`config.mk`:
```
export PLATFORM = sky130hd
export DESIGN_NAME = tfb_addr_gen
export DESIGN_NICKNAME = d
export VERILOG_FILES = /design/src/rtl/tfb_pkg.sv /design/src/rtl/tfb_pitch_calc.sv /design/src/rtl/tfb_row_divider.sv /design/src/rtl/tfb_tile_walker.sv /design/src/rtl/tfb_addr_gen.sv
export SDC_FILE = /design/constraint.sdc
export NUM_CORES = 2
export LEC_CHECK = 0
export CAP_MARGIN = 20
export CORE_UTILIZATION = 40
export CTS_BUF_LIST = sky130_fd_sc_hd__clkbuf_4 sky130_fd_sc_hd__clkbuf_8
export CTS_CLUSTER_SIZE = 25
export DETAILED_ROUTE_END_ITERATION = 6
export DONT_BUFFER_PORTS = 1
export GPL_ROUTABILITY_DRIVEN = 0
export PLACE_DENSITY = 0.58
export SLEW_MARGIN = 15
export SYNTH_ARGS = -nofsm -noshare
export SYNTH_HDL_FRONTEND = slang
export SYNTH_SLANG_ARGS = --single-unit
```
`constraint.sdc`:
```
create_clock -name clk -period 22.1 [get_ports clk]
set_clock_uncertainty 0.05 [all_clocks]
set_input_delay 4.42 -clock clk [delete_from_list [all_inputs] [get_ports clk]]
set_output_delay 4.42 -clock clk [all_outputs]
set_load 0.005 [all_outputs]
```
`src/rtl/tfb_pkg.sv`:
```
package tfb_pkg;
   typedef enum logic [2:0] {
      ST_IDLE,
      ST_PREP,
      ST_DIV,
      ST_RUN,
      ST_DONE
   } tfb_state_e;
endpackage

```
`src/rtl/tfb_pitch_calc.sv`:
```
module tfb_pitch_calc #(
   parameter int PITCH_W = 13,
   parameter int PT_W    = PITCH_W + 1,
   parameter int TILE_DW = 80
) (
   input  logic [PITCH_W-1:0] pitch_px,
   input  logic               msaa4x,
   input  logic               wide64,
   output logic [PT_W-1:0]    eff_pitch
);
   localparam int SS_W = PITCH_W + 1;

   logic [SS_W-1:0] ss_px;
   logic [SS_W-1:0] rounded;
   logic [SS_W-1:0] tiles;

   always_comb begin
      ss_px   = msaa4x ? {pitch_px, 1'b0} : {1'b0, pitch_px};
      rounded = ss_px + SS_W'(TILE_DW - 1);
   end

   generate
      if ((TILE_DW & (TILE_DW - 1)) == 0) begin : g_shift
         assign tiles = rounded >> $clog2(TILE_DW);
      end else begin : g_const_div
         assign tiles = rounded / SS_W'(TILE_DW);
      end
   endgenerate

   assign eff_pitch = wide64 ? PT_W'({tiles, 1'b0}) : PT_W'(tiles);
endmodule

```
`src/rtl/tfb_row_divider.sv`:
```
module tfb_row_divider #(
   parameter int NUM_W = 12,
   parameter int DEN_W = 14
) (
   input  logic             clk,
   input  logic             rst_n,
   input  logic             go,
   input  logic [NUM_W-1:0] num,
   input  logic [DEN_W-1:0] den,
   output logic             fin,
   output logic [NUM_W-1:0] quot
);
   localparam int CNT_W = $clog2(NUM_W + 1);

   logic [DEN_W:0]   rem;
   logic [DEN_W:0]   trial;
   logic [NUM_W-1:0] num_q;
   logic [DEN_W-1:0] den_q;
   logic [CNT_W-1:0] cnt;
   logic             active;

   assign trial = {rem[DEN_W-1:0], quot[NUM_W-1]};

   always_ff @(posedge clk) begin
      if (!rst_n) begin
         rem    <= '0;
         quot   <= '0;
         num_q  <= '0;
         den_q  <= '0;
         cnt    <= '0;
         active <= 1'b0;
         fin    <= 1'b0;
      end else begin
         fin <= 1'b0;
         if (go) begin
            rem    <= '0;
            quot   <= num;
            num_q  <= num;
            den_q  <= den;
            cnt    <= CNT_W'(NUM_W);
            active <= 1'b1;
         end else if (active) begin
            if (trial >= {1'b0, den_q}) begin
               rem  <= trial - {1'b0, den_q};
               quot <= {quot[NUM_W-2:0], 1'b1};
            end else begin
               rem  <= trial;
               quot <= {quot[NUM_W-2:0], 1'b0};
            end
            cnt <= cnt - CNT_W'(1);
            if (cnt == CNT_W'(1)) begin
               active <= 1'b0;
               fin    <= 1'b1;
            end
         end
      end
   end

   // the quotient is the floor of num/den
   assert_quotient_R6: assert property (@(posedge clk) disable iff (!rst_n)
      (fin && den_q != '0) |->
         ((NUM_W+DEN_W)'(quot) * (NUM_W+DEN_W)'(den_q) <= (NUM_W+DEN_W)'(num_q)) &&
         ((NUM_W+DEN_W)'(num_q) - (NUM_W+DEN_W)'(quot) * (NUM_W+DEN_W)'(den_q)
            < (NUM_W+DEN_W)'(den_q)));
endmodule

```
`src/rtl/tfb_tile_walker.sv`:
```
module tfb_tile_walker #(
   parameter int BASE_W    = 12,
   parameter int DLEN_W    = 12,
   parameter int PT_W      = 14,
   parameter int RTP_W     = 16,
   parameter int FB_W      = 24,
   parameter int RT_W      = 28,
   parameter int TILE_DW   = 80,
   parameter int TILE_ROWS = 16,
   parameter int VEC_DW    = 4
) (
   input  logic              clk,
   input  logic              rst_n,
   input  logic              load,
   input  logic              adv,
   input  logic              run,
   input  logic              wide,
   input  logic [PT_W-1:0]   eff_pitch,
   input  logic [DLEN_W-1:0] rows,
   input  logic [BASE_W-1:0] base,
   input  logic [RTP_W-1:0]  rtp,
   output logic [FB_W-1:0]   fb_addr,
   output logic [RT_W-1:0]   rt_addr,
   output logic              last
);
   localparam int GRP_N      = TILE_DW / VEC_DW;
   localparam int GRP_WIDE   = 2 * GRP_N;
   localparam int RH_N       = TILE_ROWS;
   localparam int RH_WIDE    = TILE_ROWS / 2;
   localparam int GXW        = $clog2(GRP_WIDE);
   localparam int GYW        = $clog2(TILE_ROWS);
   localparam int ROW_BYTES  = TILE_DW * 4;
   localparam int TILE_BYTES = ROW_BYTES * TILE_ROWS;
   localparam int VEC_BYTES  = VEC_DW * 4;

   logic [GXW-1:0]    gx;
   logic [GYW-1:0]    gy;
   logic [PT_W-1:0]   tx;
   logic [DLEN_W-1:0] ty;
   logic [GXW-1:0]    gx_max;
   logic [GYW-1:0]    gy_max;
   logic              gx_end, gy_end, tx_end, ty_end;
   logic [GYW-1:0]    row_sel;
   logic [GXW-1:0]    grp_sel;
   logic [FB_W-1:0]   fb_off;
   logic [FB_W-1:0]   tile_idx;
   logic [RT_W-1:0]   rt_x, rt_y;

   always_comb begin
      gx_max = wide ? GXW'(GRP_WIDE - 1) : GXW'(GRP_N - 1);
      gy_max = wide ? GYW'(RH_WIDE - 1) : GYW'(RH_N - 1);
      gx_end = (gx == gx_max);
      gy_end = (gy == gy_max);
      tx_end = (tx == eff_pitch - PT_W'(1));
      ty_end = (ty == rows - DLEN_W'(1));
      last   = gx_end && gy_end && tx_end && ty_end;
   end

   always_ff @(posedge clk) begin
      if (!rst_n || load) begin
         gx <= '0;
         gy <= '0;
         tx <= '0;
         ty <= '0;
      end else if (adv) begin
         if (!gx_end) begin
            gx <= gx + GXW'(1);
         end else begin
            gx <= '0;
            if (!gy_end) begin
               gy <= gy + GYW'(1);
            end else begin
               gy <= '0;
               if (!tx_end) begin
                  tx <= tx + PT_W'(1);
               end else begin
                  tx <= '0;
                  ty <= ty + DLEN_W'(1);
               end
            end
         end
      end
   end

   // split of a wide render-target row across two tile rows
   always_comb begin
      if (wide && gx >= GXW'(GRP_N)) begin
         row_sel = {gy[GYW-2:0], 1'b1};
         grp_sel = gx - GXW'(GRP_N);
      end else if (wide) begin
         row_sel = {gy[GYW-2:0], 1'b0};
         grp_sel = gx;
      end else begin
         row_sel = gy;
         grp_sel = gx;
      end
   end

   always_comb begin
      fb_off   = FB_W'(row_sel) * FB_W'(ROW_BYTES) + FB_W'(grp_sel) * FB_W'(VEC_BYTES);
      tile_idx = FB_W'(base) + FB_W'(ty) * FB_W'(eff_pitch) + FB_W'(tx);
      fb_addr  = tile_idx * FB_W'(TILE_BYTES) + fb_off;
      rt_y     = RT_W'(ty) * (wide ? RT_W'(RH_WIDE) : RT_W'(RH_N)) + RT_W'(gy);
      rt_x     = RT_W'(tx) * (wide ? RT_W'(GRP_WIDE) : RT_W'(GRP_N)) + RT_W'(gx);
      rt_addr  = rt_y * RT_W'(rtp) + rt_x * RT_W'(VEC_BYTES);
   end

   // the in-tile offset never leaves the tile
   assert_in_tile_R3: assert property (@(posedge clk) disable iff (!rst_n)
      run |-> (fb_off < FB_W'(TILE_BYTES)));

   // the tile row counter never passes the row count during a walk
   assert_row_bound_R7: assert property (@(posedge clk) disable iff (!rst_n)
      run |-> (ty < rows));
endmodule

```
`src/rtl/tfb_addr_gen.sv`:
```
module tfb_addr_gen
   import tfb_pkg::*;
#(
   parameter int BASE_W    = 12,
   parameter int PITCH_W   = 13,
   parameter int DLEN_W    = 12,
   parameter int RTP_W     = 16,
   parameter int FB_W      = 24,
   parameter int RT_W      = 28,
   parameter int TILE_DW   = 80,
   parameter int TILE_ROWS = 16,
   parameter int VEC_DW    = 4
) (
   input  logic               clk,
   input  logic               rst_n,
   input  logic               start,
   input  logic [BASE_W-1:0]  base_tile,
   input  logic [PITCH_W-1:0] pitch_px,
   input  logic               msaa4x,
   input  logic               wide64,
   input  logic [DLEN_W-1:0]  dirty_tiles,
   input  logic [RTP_W-1:0]   rt_pitch,
   input  logic               addr_ready,
   output logic               addr_valid,
   output logic [FB_W-1:0]    fb_addr,
   output logic [RT_W-1:0]    rt_addr,
   output logic               busy,
   output logic               done
);
   localparam int PT_W = PITCH_W + 1;

   generate
      if (TILE_DW % VEC_DW != 0) begin : g_bad_vec
         $error("TILE_DW must be a multiple of VEC_DW");
      end
      if (TILE_ROWS < 2 || (TILE_ROWS % 2) != 0) begin : g_bad_rows
         $error("TILE_ROWS must be even and at least 2");
      end
      if (DLEN_W < 2) begin : g_bad_dlen
         $error("DLEN_W must be at least 2");
      end
   endgenerate

   tfb_state_e         state;
   logic [BASE_W-1:0]  base_q;
   logic [PITCH_W-1:0] pitch_q;
   logic               msaa_q, wide_q;
   logic [DLEN_W-1:0]  dirty_q;
   logic [RTP_W-1:0]   rtp_q;
   logic [DLEN_W-1:0]  rows_q;
   logic [PT_W-1:0]    eff_pitch;
   logic               div_fin;
   logic [DLEN_W-1:0]  div_quot;
   logic               walk_last;
   logic               run;

   assign run        = (state == ST_RUN);
   assign addr_valid = run;
   assign busy       = (state != ST_IDLE);
   assign done       = (state == ST_DONE);

   always_ff @(posedge clk) begin
      if (!rst_n) begin
         state   <= ST_IDLE;
         base_q  <= '0;
         pitch_q <= '0;
         msaa_q  <= 1'b0;
         wide_q  <= 1'b0;
         dirty_q <= '0;
         rtp_q   <= '0;
         rows_q  <= '0;
      end else begin
         unique case (state)
            ST_IDLE: if (start) begin
               base_q  <= base_tile;
               pitch_q <= pitch_px;
               msaa_q  <= msaa4x;
               wide_q  <= wide64;
               dirty_q <= dirty_tiles;
               rtp_q   <= rt_pitch;
               state   <= ST_PREP;
            end
            ST_PREP: state <= ST_DIV;
            ST_DIV: if (div_fin) begin
               rows_q <= div_quot;
               if (eff_pitch == '0 || div_quot == '0) state <= ST_DONE;
               else state <= ST_RUN;
            end
            ST_RUN: if (addr_ready && walk_last) state <= ST_DONE;
            ST_DONE: state <= ST_IDLE;
            default: state <= ST_IDLE;
         endcase
      end
   end

   tfb_pitch_calc #(
      .PITCH_W (PITCH_W),
      .PT_W    (PT_W),
      .TILE_DW (TILE_DW)
   ) u_pitch (
      .pitch_px  (pitch_q),
      .msaa4x    (msaa_q),
      .wide64    (wide_q),
      .eff_pitch (eff_pitch)
   );

   tfb_row_divider #(
      .NUM_W (DLEN_W),
      .DEN_W (PT_W)
   ) u_div (
      .clk   (clk),
      .rst_n (rst_n),
      .go    (state == ST_PREP),
      .num   (dirty_q),
      .den   (eff_pitch),
      .fin   (div_fin),
      .quot  (div_quot)
   );

   tfb_tile_walker #(
      .BASE_W    (BASE_W),
      .DLEN_W    (DLEN_W),
      .PT_W      (PT_W),
      .RTP_W     (RTP_W),
      .FB_W      (FB_W),
      .RT_W      (RT_W),
      .TILE_DW   (TILE_DW),
      .TILE_ROWS (TILE_ROWS),
      .VEC_DW    (VEC_DW)
   ) u_walk (
      .clk       (clk),
      .rst_n     (rst_n),
      .load      (state == ST_PREP),
      .adv       (run && addr_ready),
      .run       (run),
      .wide      (wide_q),
      .eff_pitch (eff_pitch),
      .rows      (rows_q),
      .base      (base_q),
      .rtp       (rtp_q),
      .fb_addr   (fb_addr),
      .rt_addr   (rt_addr),
      .last      (walk_last)
   );

   // back-pressure holds the offered pair
   assert_hold_R8: assert property (@(posedge clk) disable iff (!rst_n)
      (addr_valid && !addr_ready) |=>
         (addr_valid && $stable(fb_addr) && $stable(rt_addr)));

   // done is a single-cycle pulse
   assert_done_pulse_R9: assert property (@(posedge clk) disable iff (!rst_n)
      done |=> !done);

   // done never overlaps an offered address
   assert_done_quiet_R9: assert property (@(posedge clk) disable iff (!rst_n)
      !(done && addr_valid));

   // captured configuration stays frozen while busy
   assert_cfg_frozen_R10: assert property (@(posedge clk) disable iff (!rst_n)
      (busy && $past(busy)) |->
         ($stable(base_q) && $stable(pitch_q) && $stable(wide_q) &&
          $stable(msaa_q) && $stable(rtp_q) && $stable(dirty_q)));

   // busy is low only in idle, and idle offers nothing
   assert_idle_quiet_R1: assert property (@(posedge clk) disable iff (!rst_n)
      !busy |-> (!addr_valid && !done));
endmodule

```
==> summary.md <==
| Metric | Value |
|---|---|
| Vias per inst | `5.27` |
| Minimum clock period | `around 18000 ps` |
| Initial antenna violation count | `1` |
| Critical path's slowest cell | `dfxtp_1` |
| Met3 Use GR | `0.0293` |
| Resized Gates After CTS | `0` |
| Post-Synth Simple-Gate Area | `0.179` |
| Setup Viol. Count Final | `0` |
| Core area | `61600 um^2` |
| Layout Utilization | `0.423` |
| Int Pwr | `around 900 uW` |
| Placement Cell Area | `~26000 um^2` |
| Part of the power in registers | `0.207` |
| Mux cell area share after synthesis | `0.0266` |
| Synth area leader | `fa_1` |
| Post-Synthesis Cells | `around 3.0k` |
| Synth warn | `0` |
| Met1 Usage GRT | `0.271` |
| Die W | `between 200 and 300 um` |
| Max cap viols | `0` |
| Slew @ Worst Pin | `between 1000 and 1500 ps` |
| Worst vdd ir | `around 0.054 mV` |
| Final Total Pwr | `1960 uW` |
| Vias in the first global route | `slightly below 20k` |
| Total negative slack | `0 ps` |
| RSZ-0062 raised after global routing | `no` |
| Logic gate share of total power | `0.679` |
| # Post-CTS Setup Buffers | `0` |
| Routed vias | `19.6k` |
| Final Cell Area | `about 26000 um^2` |
| Synthesized flop and latch total | `about 150` |
| Commonest non-fill, non-tap cell in the layout | `nand2_1` |
| Port bufs | `0` |
| Status | `finished with violations` |
| Post-synth top flop | `dfxtp_1` |
| Clock sink count | `~150` |
| Fmax | `between 50 and 60 MHz` |
| Netlist cell types | `94` |
| Sw Share | `0.528` |
| Compound-Gate Fraction of Synth Area | `0.123` |
| Final WL | `~62 mm` |
| Initial DRC count | `~1.2k` |
| GRT met2 Usage | `0.344` |
| Net Sw Power | `1040 uW` |
| Htree depth | `4` |
| Cell Area, Synth | `about 25000 um^2` |
| Filler Cell Count | `6131` |
| Worst hold path type | `reg -> reg` |
| Clock Power Share | `0.114` |
| Crit Path Class | `reg -> out` |
| Antenna-violating nets left | `0` |
| # DRC | `4` |
| Largest net degree at the start of global routing | `97` |
| Largest family of logic cells by synthesized area | `adder cells` |
| Period utilization | `0.808` |
| I/O pin cnt | `114` |
| CP arrival | `between 10000 and 15000 ps` |
| Syn avg cell area | `between 8 and 9 um^2` |
| Max-slew violations | `0` |
| Worst EP required | `17630 ps` |
| CP most frequent cell | `ha_1` |
| Endpoints failing hold | `0` |
| Number of enable flip-flop cells after synthesis | `0` |
| Clock Path Buffers | `2` |
| Share of cells above drive strength 1 | `0.0465` |
| CTS tree | `done` |
| Most frequent cells in the layout | `nand2_1 (486), inv_1 (429), fa_1 (322), ha_1 (275), dfxtp_1 (146)` |
| Post-CTS Hold Buffers | `0` |
| Gr busiest metal | `met2` |
| Standard-cell rows | `91` |
| Violated checks | `design-rule violations` |
| Die area | `roughly 63000 um^2` |
| Top post-synthesis cells by area | `fa_1 (26%), ha_1 (14%), dfxtp_1 (12%)` |
| Final hold slack | `about 430 ps` |
| CTS root buf | `clkbuf_8` |
| Power Density | `between 70 and 80 nW/um^2` |
| Synthesis-to-finish area growth | `4.68%` |
| Initial Util | `0.404` |
| Post-synthesis xor/xnor area fraction | `0.0649` |
| Largest stage delay on the critical path | `1070 ps` |
| Top-area cell type share of the netlist area | `0.259` |
| Chip height | `about 250 um` |
| Startpoint types | `flop` |
| CP Max Fanout | `28` |
| Crit-path leading delay family | `adder cells` |
| Post-DP HPWL | `50.3 mm` |
| Drt first pass iters | `7` |
| Fraction of registers with async set/reset | `0` |
| CTS buffer count | `17` |
| GRT Overall Usage | `0.204` |
| Critical path buffers and inverters | `4` |
| Seq/Total Area, Yosys | `0.118` |
| Leakage power | `0.0123 uW` |
| Worst-Skew Late Latency | `580 ps` |
| Adder-cell share of the synthesized area | `0.397` |
| Rel. slew slack | `0.253` |
| Routed WL per cell | `approximately 17 um` |
| Clock-pin slew on the worst setup and hold paths | `about 100 ps` |
| First-pass GRT wire length | `~100 mm` |
| Final global-route overflow total | `0` |
| Setup crit end kind | `primary output` |
| Layout Nets | `~3.5k` |
-- per-layer routing --
layer	vias up	wire, um
met5	-	0
met4	0	1340
met3	76	3030
met2	543	29500
met1	9693	28400
li1	9309	-
-- flip-flops by register name, indices dropped and copies added (netlist names), 3 cells and up --
name         cells
rows_q          12
u_div.rem       14
u_walk.gy        4
u_walk.ty       12
dirty_q         12
state            3
pitch_q         13
u_div.den_q      9
u_div.cnt        4
u_walk.tx       14
base_q          12
rtp_q           16
u_walk.gx        6
u_div.quot      12
-- power by group through the flow --
stage / sequential [uW] / clock, uW / combinational (uW)
final: 406 / 222 / 1330
after global routing: 416 / 241 / 1510
after floorplan: 351 / 0 / 1080
after CTS: 405 / 232 / 1350
after global placement: 408 / 0 / 1310
after detailed placement: 411 / 0 / 1340
-- synthesized netlist by cell type (5+ instances only) --
cell type,n
a211o_1,5
a211oi_1,17
a21boi_0,83
a21o_1,31
a21oi_1,82
a31oi_1,12
and2_1,138
and3_1,16
and4_1,5
buf_1,9
buf_4,7
clkbuf_1,130
dfxtp_1,147
fa_1,322
ha_1,275
inv_1,429
mux2_2,18
mux2i_1,39
nand2_1,487
nand2b_1,20
nand3_1,34
nand4_1,12
nor2_1,120
nor2b_1,25
nor3_1,42
nor4_1,15
o211a_1,17
o211ai_1,16
o21a_1,15
o21ai_0,48
o21bai_1,23
o22ai_1,5
o311a_1,5
o31ai_1,5
o41ai_1,5
or2_2,12
or3_1,10
or4_1,7
xnor2_1,131
xor2_1,51
-- final timing paths --
kind,start,end,slack [ps],cells after the start
min reg2reg,u_div.den_q[3]$_SDFFE_PN0P_,u_div.den_q[3]$_SDFFE_PN0P_,430,2
max reg2reg,msaa_q$_SDFFE_PN0P_,state[2]$_SDFFE_PN0P_,13740,25
max,msaa_q$_SDFFE_PN0P_,fb_addr[23],4240,46
min,u_div.den_q[3]$_SDFFE_PN0P_,u_div.den_q[3]$_SDFFE_PN0P_,430,2
-- cells by family (layout without fill, tap and decap cells) --
logic type / count (synthesis) / count (layout)
simple gates: 962 / 962
mux: 62 / 62
other cells: 2 / 20
fa+ha+maj: 597 / 597
flops: 147 / 147
buf+inv: 584 / 494
xor+xnor: 183 / 183
compound gates: 420 / 420
-- worst register-to-register path: cells and delay by family (launching register included) --
family / cells / cell delay [ps]
adders and majority gates: 2 / 400
xor gates and xnor gates: 1 / 210
AOI/OAI and AO/OA: 7 / 2420
DFF: 1 / 1070
buffers and inverters: 3 / 590
and+or+nand+nor: 12 / 3590
-- metrics by stage --
| stage | setup slack, ps | std cells |
|---|---|---|
| 6_report | 4240 | 3722 |
| 4_1_cts | 4270 | 3720 |
| 3_3_place_gp | 5270 | 3688 |
| 3_5_place_dp | 4920 | 3688 |
| 2_1_floorplan | 6570 | 2973 |
| 5_1_grt | 3160 | 3720 |
-- final cells by class --
type / instances / area (um^2) / share of cell area
diodes: 2 / 5.00 / 0.000192
clock buffers: 18 / 241 / 0.00926
clock inverters: 14 / 141 / 0.00542
inverters: 430 / 1610 / 0.0619
multi-input cells: 2242 / 19800 / 0.761
flip-flops and latches: 147 / 2940 / 0.113
well taps: 837 / 1050 / 0.0402
repair buffers: 32 / 240 / 0.00922
Power figures use the tool's default switching activity.
